`src/rtl/gdc_pkg.sv`:
```
// Package: shared state, direction and sampled-input types for the
// garage door controller. Assumes a 3-bit state encoding with one unused code.
package gdc_pkg;

    localparam int STATE_W = 3;

    typedef enum logic [STATE_W-1:0] {
        ST_SHUT         = 3'd0,  // fully closed, at rest
        ST_RAISE        = 3'd1,  // motor driving up
        ST_FULL_UP      = 3'd2,  // fully open, at rest
        ST_LOWER        = 3'd3,  // motor driving down
        ST_HALT_UP      = 3'd4,  // stopped part way after rising
        ST_HALT_DOWN    = 3'd5,  // stopped part way after descending
        ST_WAIT_RELEASE = 3'd6   // motion stopped, waiting for button release
    } gdc_state_e;

    typedef enum logic {
        DIR_DOWN = 1'b0,
        DIR_UP   = 1'b1
    } gdc_dir_e;

    typedef struct packed {
        logic click;     // button level as captured at the last tick
        logic press;     // rising edge of the button across ticks
        logic obstruct;  // obstruction level as captured
        logic top;       // top limit as captured
        logic bottom;    // bottom limit as captured
    } gdc_sample_t;

endpackage

```
`src/rtl/gdc_input_stage.sv`:
```
// Module: gdc_input_stage
// Captures the four controller inputs once per tick and derives a single
// press pulse from the button's rising edge between consecutive ticks.
// Assumes the inputs are already debounced and that tick is a one-cycle pulse.
module gdc_input_stage
    import gdc_pkg::*;
(
    input  logic        clk,
    input  logic        rst_n,
    input  logic        tick,
    input  logic        click_i,
    input  logic        obstruct_i,
    input  logic        top_i,
    input  logic        bottom_i,
    output gdc_sample_t smp_o
);

    logic click_q;
    logic click_prev_q;
    logic obstruct_q;
    logic top_q;
    logic bottom_q;

    // Input capture register: loads on each tick, cleared by reset.
    always_ff @(posedge clk) begin
        if (!rst_n) begin
            click_q      <= 1'b0;
            click_prev_q <= 1'b0;
            obstruct_q   <= 1'b0;
            top_q        <= 1'b0;
            bottom_q     <= 1'b0;
        end else if (tick) begin
            click_q      <= click_i;
            click_prev_q <= click_q;
            obstruct_q   <= obstruct_i;
            top_q        <= top_i;
            bottom_q     <= bottom_i;
        end
    end

    // Pack the captured levels and the press edge for the decoder.
    always_comb begin
        smp_o.click    = click_q;
        smp_o.press    = click_q & ~click_prev_q;
        smp_o.obstruct = obstruct_q;
        smp_o.top      = top_q;
        smp_o.bottom   = bottom_q;
    end

endmodule

```
`src/rtl/gdc_next_state.sv`:
```
// Module: gdc_next_state
// Purely combinational next-state and direction-memory decoder.
// Priorities: obstruction over the bottom limit over a press while descending;
// the top limit over a press while rising. Unused codes return to ST_SHUT.
module gdc_next_state
    import gdc_pkg::*;
(
    input  gdc_state_e  state_i,
    input  gdc_dir_e    dir_i,
    input  gdc_sample_t smp_i,
    output gdc_state_e  state_o,
    output gdc_dir_e    dir_o
);

    // Transition table of the seven states.
    always_comb begin
        state_o = state_i;
        unique case (state_i)
            ST_SHUT: begin
                if (smp_i.press) state_o = ST_RAISE;
            end
            ST_RAISE: begin
                if (smp_i.top)        state_o = ST_FULL_UP;
                else if (smp_i.press) state_o = ST_WAIT_RELEASE;
            end
            ST_FULL_UP: begin
                if (smp_i.press && !smp_i.obstruct) state_o = ST_LOWER;
            end
            ST_LOWER: begin
                if (smp_i.obstruct)     state_o = ST_RAISE;
                else if (smp_i.bottom)  state_o = ST_SHUT;
                else if (smp_i.press)   state_o = ST_WAIT_RELEASE;
            end
            ST_HALT_UP: begin
                if (smp_i.press && !smp_i.obstruct) state_o = ST_LOWER;
            end
            ST_HALT_DOWN: begin
                if (smp_i.press) state_o = ST_RAISE;
            end
            ST_WAIT_RELEASE: begin
                if (!smp_i.click)
                    state_o = (dir_i == DIR_UP) ? ST_HALT_UP : ST_HALT_DOWN;
            end
            default: state_o = ST_SHUT;
        endcase
    end

    // Direction memory: follows every entry into a moving state.
    always_comb begin
        dir_o = dir_i;
        if (state_o == ST_RAISE)      dir_o = DIR_UP;
        else if (state_o == ST_LOWER) dir_o = DIR_DOWN;
    end

endmodule

```
`src/rtl/gdc_motor_decode.sv`:
```
// Module: gdc_motor_decode
// Output decoder: maps the registered state to the two motor commands.
// Assumes the state comes straight from a flop, so the outputs are glitch-free.
module gdc_motor_decode
    import gdc_pkg::*;
(
    input  gdc_state_e state_i,
    output logic       up_o,
    output logic       down_o
);

    // Only the two moving states drive the motor.
    always_comb begin
        up_o   = 1'b0;
        down_o = 1'b0;
        case (state_i)
            ST_RAISE: up_o   = 1'b1;
            ST_LOWER: down_o = 1'b1;
            default: begin
                up_o   = 1'b0;
                down_o = 1'b0;
            end
        endcase
    end

endmodule

```
`src/rtl/garage_door_ctrl.sv`:
```
// Module: garage_door_ctrl
// Top level of the garage door controller: input capture, state and direction
// registers advanced on tick, and the motor output decoder.
// Assumes debounced inputs and a one-cycle tick pulse; the reset is synchronous.
module garage_door_ctrl
    import gdc_pkg::*;
(
    input  logic clk,
    input  logic rst_n,
    input  logic tick,
    input  logic click,
    input  logic obstruct,
    input  logic at_top,
    input  logic at_bottom,
    output logic motor_up,
    output logic motor_down
);

    gdc_sample_t smp;
    gdc_state_e  state_q;
    gdc_state_e  state_d;
    gdc_dir_e    dir_q;
    gdc_dir_e    dir_d;

    gdc_input_stage u_in (
        .clk        (clk),
        .rst_n      (rst_n),
        .tick       (tick),
        .click_i    (click),
        .obstruct_i (obstruct),
        .top_i      (at_top),
        .bottom_i   (at_bottom),
        .smp_o      (smp)
    );

    gdc_next_state u_ns (
        .state_i (state_q),
        .dir_i   (dir_q),
        .smp_i   (smp),
        .state_o (state_d),
        .dir_o   (dir_d)
    );

    // State and direction registers: advance on tick only.
    always_ff @(posedge clk) begin
        if (!rst_n) begin
            state_q <= ST_SHUT;
            dir_q   <= DIR_DOWN;
        end else if (tick) begin
            state_q <= state_d;
            dir_q   <= dir_d;
        end
    end

    gdc_motor_decode u_dec (
        .state_i (state_q),
        .up_o    (motor_up),
        .down_o  (motor_down)
    );

endmodule

```
`config.mk`:
```
export PLATFORM = sky130hd
export DESIGN_NAME = garage_door_ctrl
export DESIGN_NICKNAME = d
export VERILOG_FILES = /design/src/rtl/gdc_pkg.sv /design/src/rtl/gdc_input_stage.sv /design/src/rtl/gdc_next_state.sv /design/src/rtl/gdc_motor_decode.sv /design/src/rtl/garage_door_ctrl.sv
export SDC_FILE = /design/constraint.sdc
export NUM_CORES = 1
export LEC_CHECK = 0
export ABC_AREA = 0
export CAP_MARGIN = 5
export CELL_PAD_IN_SITES_DETAIL_PLACEMENT = 1
export CELL_PAD_IN_SITES_GLOBAL_PLACEMENT = 1
export CORE_MARGIN = 5
export CORE_UTILIZATION = 35
export DETAILED_ROUTE_END_ITERATION = 10
export DONT_BUFFER_PORTS = 1
export PLACE_DENSITY_LB_ADDON = 0.05
export REMOVE_ABC_BUFFERS = 1
export SLEW_MARGIN = 20
export SYNTH_ARGS = -nofsm -noshare
export SYNTH_HDL_FRONTEND = slang
export SYNTH_SLANG_ARGS = --single-unit
export TNS_END_PERCENT = 100
```
`constraint.sdc`:
```
create_clock -name clk -period 1.7 [get_ports clk]
set_clock_uncertainty 0.05 [all_clocks]
set_input_delay 0.085 -clock clk [delete_from_list [all_inputs] [get_ports clk]]
set_output_delay 0.085 -clock clk [all_outputs]
set_load 0.01 [all_outputs]
```
==> reports/results.txt <==
Rel. slew slack -> 70.70%
top layer in use -> met4
I/O Pins -> 9
met1 WL -> 777 um
Combinational Power Share -> 24.2%
num rows -> 14
Yosys top cell area share -> 31.72%
internal power -> 0.0003842 W
vias post-DR -> 542
Worst setup startpoint -> state_q[1]
share of layout cells above drive strength 1 -> 27.38%
part of the cycle the worst path needs -> 97.04%
final worst slack -> 0.05037 ns
Initial Util -> 37.27%
largest net degree at the start of global routing -> 11
post-synthesis adder-cell area fraction -> 0%
root buffer cell -> clkbuf_4
hold_ws -> 0.02929 ns
ANT cells -> 0
Routed Wire Length -> 1598 um
CP Capture Type -> flop
Worst-Skew Late Latency -> 0.26 ns
hpwl dp -> 1075 um
H-Tree Depth -> 1
placed cell area -> 650.6 um2
Final setup viols -> 0
Worst Path Arrival -> 1.79 ns
routed vias/inst -> 5.420
unique cell type count in the Yosys netlist -> 30
Warnings, synthesis -> 0
Crit Path Category -> flop to flop
routed len/inst -> 15.98 um
worst slew pin tran -> 0.4380 ns
area grow syn2layout -> 34.80%
cell count after synthesis -> 67
most frequent cells in the layout -> 12 x buf_4, 8 x nor2b_1, 7 x nand2_1
complex-gate fraction of the synthesized area -> 23.57%
CP required -> 1.84 ns
run status -> finished clean
via count of the first global-routing pass -> 533
CTS tree -> done
sequential area share after synthesis -> 31.72%
top cell type by total area after synthesis -> dfxtp_1
Crit Reg-Reg Startpoint -> state_q[1]
worst hold path type -> input pin to flop
switching pwr -> 0.0001432 W
clock transition at the registers of the reported paths -> 0.06 ns
main combinational cell family by area after synthesis -> simple AND/OR/NAND/NOR gates
total track usage -> 13.10%
DRT antenna net count -> 0
Initial DRC Count -> 2
worst-path fanout max -> 4
Hold Startpoint -> tick
synth top area cells -> dfxtp_1 32%, mux2i_1 11%, nor2b_1 8.8%
Final Cell Area -> 765.7 um2
final slew viol count -> 0
global-route wire length before repair -> 2580 um
startpoint type of the worst setup path -> flop
PortBufs -> 0
leading cell type in the layout, fill and taps excluded -> buf_4
routability congestion estimate -> 0.8318
clk buf depth -> 2
CTS Buf Count -> 3
Die Ht -> 50.29 um
Pleak -> 0.3374 nW
total grt overflow -> 0
Peak supply drop -> 0.5211 mV
FMAX -> 606.2 MHz
register share of total power -> 44.9%
initial antenna violation count -> 0
full die area -> 2529 um2
sw frac -> 27.15%
Mean Syn Cell Area -> 8.478 um2
TritonRoute pass-1 iters -> 3
NumNets Final -> 92
Fin. Hold Viols -> 0
Cell Area, Synth -> 568.0 um2
Synth Area in Simple Gates -> 28.41%
Core Area -> 1524 um2
#FFs+latches synth -> 9
min Tclk post-route -> 1.650 ns
maxcap violations -> 0
WL met2 -> 762 um
Clock power frac -> 30.9%
post-synthesis xor/xnor area fraction -> 1.542%
width of the die -> 50.29 um
DRC -> 0
power per cell area -> 688.7 nW/um2
# clock sinks -> 9
Routed met3 length -> 43 um
mux share of post-synthesis cell area -> 10.57%
post-place setup slack -> 0.06147 ns
-- final cells by class --
cell class	count	area, um2
clock buffers	4	26.28
repair buffers	18	150.1
flip-flops and latches	9	186.4
well taps	16	20.02
multi-input cells	52	379.1
fillers	188	758.2
inverters	1	3.754
-- stage by stage --
stage          total power, W  instances  utilization (%)   TNS, ns
2_1_floorplan       0.0003041         62                -         0
3_3_place_gp        0.0003397         89            42.69         0
3_5_place_dp        0.0003400         89            42.69         0
4_1_cts             0.0005210         99            48.36         0
5_1_grt             0.0005602        100            50.25  -0.03024
6_report            0.0005274        100            50.25         0
-- logic make-up after synthesis --
logic type / count (synthesis)
mux: 6
simple gates: 29
compound gates: 16
xor+xnor: 1
flops: 9
buf+inv: 6
-- sequential cells by signal, summed over array words and instances, names as in the netlist --
register	cells
u_in.top_q	1
state_q	3
u_in.click_prev_q	1
u_in.bottom_q	1
u_in.obstruct_q	1
u_in.click_q	1
dir_q	1
-- synthesized netlist by cell type (all sizes together) --
library cell  instances
dfxtp                 9
nor2b                 8
nand2                 7
mux2i                 6
clkbuf                4
nor2                  4
a21oi                 3
nor3                  3
a211oi                2
o211a                 2
o22ai                 2
or3b                  2
a31o                  1
a32o                  1
and2                  1
buf                   1
inv                   1
nand2b                1
nand3                 1
o21a                  1
o21ai                 1
o21bai                1
o31ai                 1
o32ai                 1
or2b                  1
or4b                  1
xnor2                 1
-- path summary, 6_finish.rpt --
path           endpoint  slack, ns  depth (start not counted)
max               dir_q       0.05                          5
max reg2reg       dir_q       0.05                          5
min reg2reg       dir_q       0.41                          2
min          state_q[2]       0.03                          2
-- power by group through the flow --
stage / sequential (W) / clock (W) / combinational (W)
2_1_floorplan: 0.000243 / 0 / 0.0000607
3_3_place_gp: 0.000240 / 0 / 0.0000995
3_5_place_dp: 0.000241 / 0 / 0.0000995
4_1_cts: 0.000236 / 0.000168 / 0.000118
5_1_grt: 0.000239 / 0.000181 / 0.000140
6_report: 0.000237 / 0.000163 / 0.000128
-- critical path, stage by stage (launching register included) --
cell and delay (ns):
dfxtp_4 0.36, or3b_4 0.42, o32ai_4 0.24, a21oi_2 0.07, a211oi_2 0.25, mux2i_1 0.19
-- timing repair --
| action | CTS | global route |
|---|---|---|
| hold buffers | 6 | 0 |
| endpoints found under the setup margin | 0 | 2 |
| buffers inserted | 0 | 1 |
| hold endpoints to repair | 9 | 0 |
| resized for setup | 0 | 6 |
-- per-layer routing --
layer | GRT usage [%] | up-vias
met5 | 0 | -
met4 | 5.240 | 0
met1 | 18.65 | 256
li1 | - | 275
met3 | 1.479 | 2
met2 | 19.87 | 9
Power figures use the tool's default switching activity.
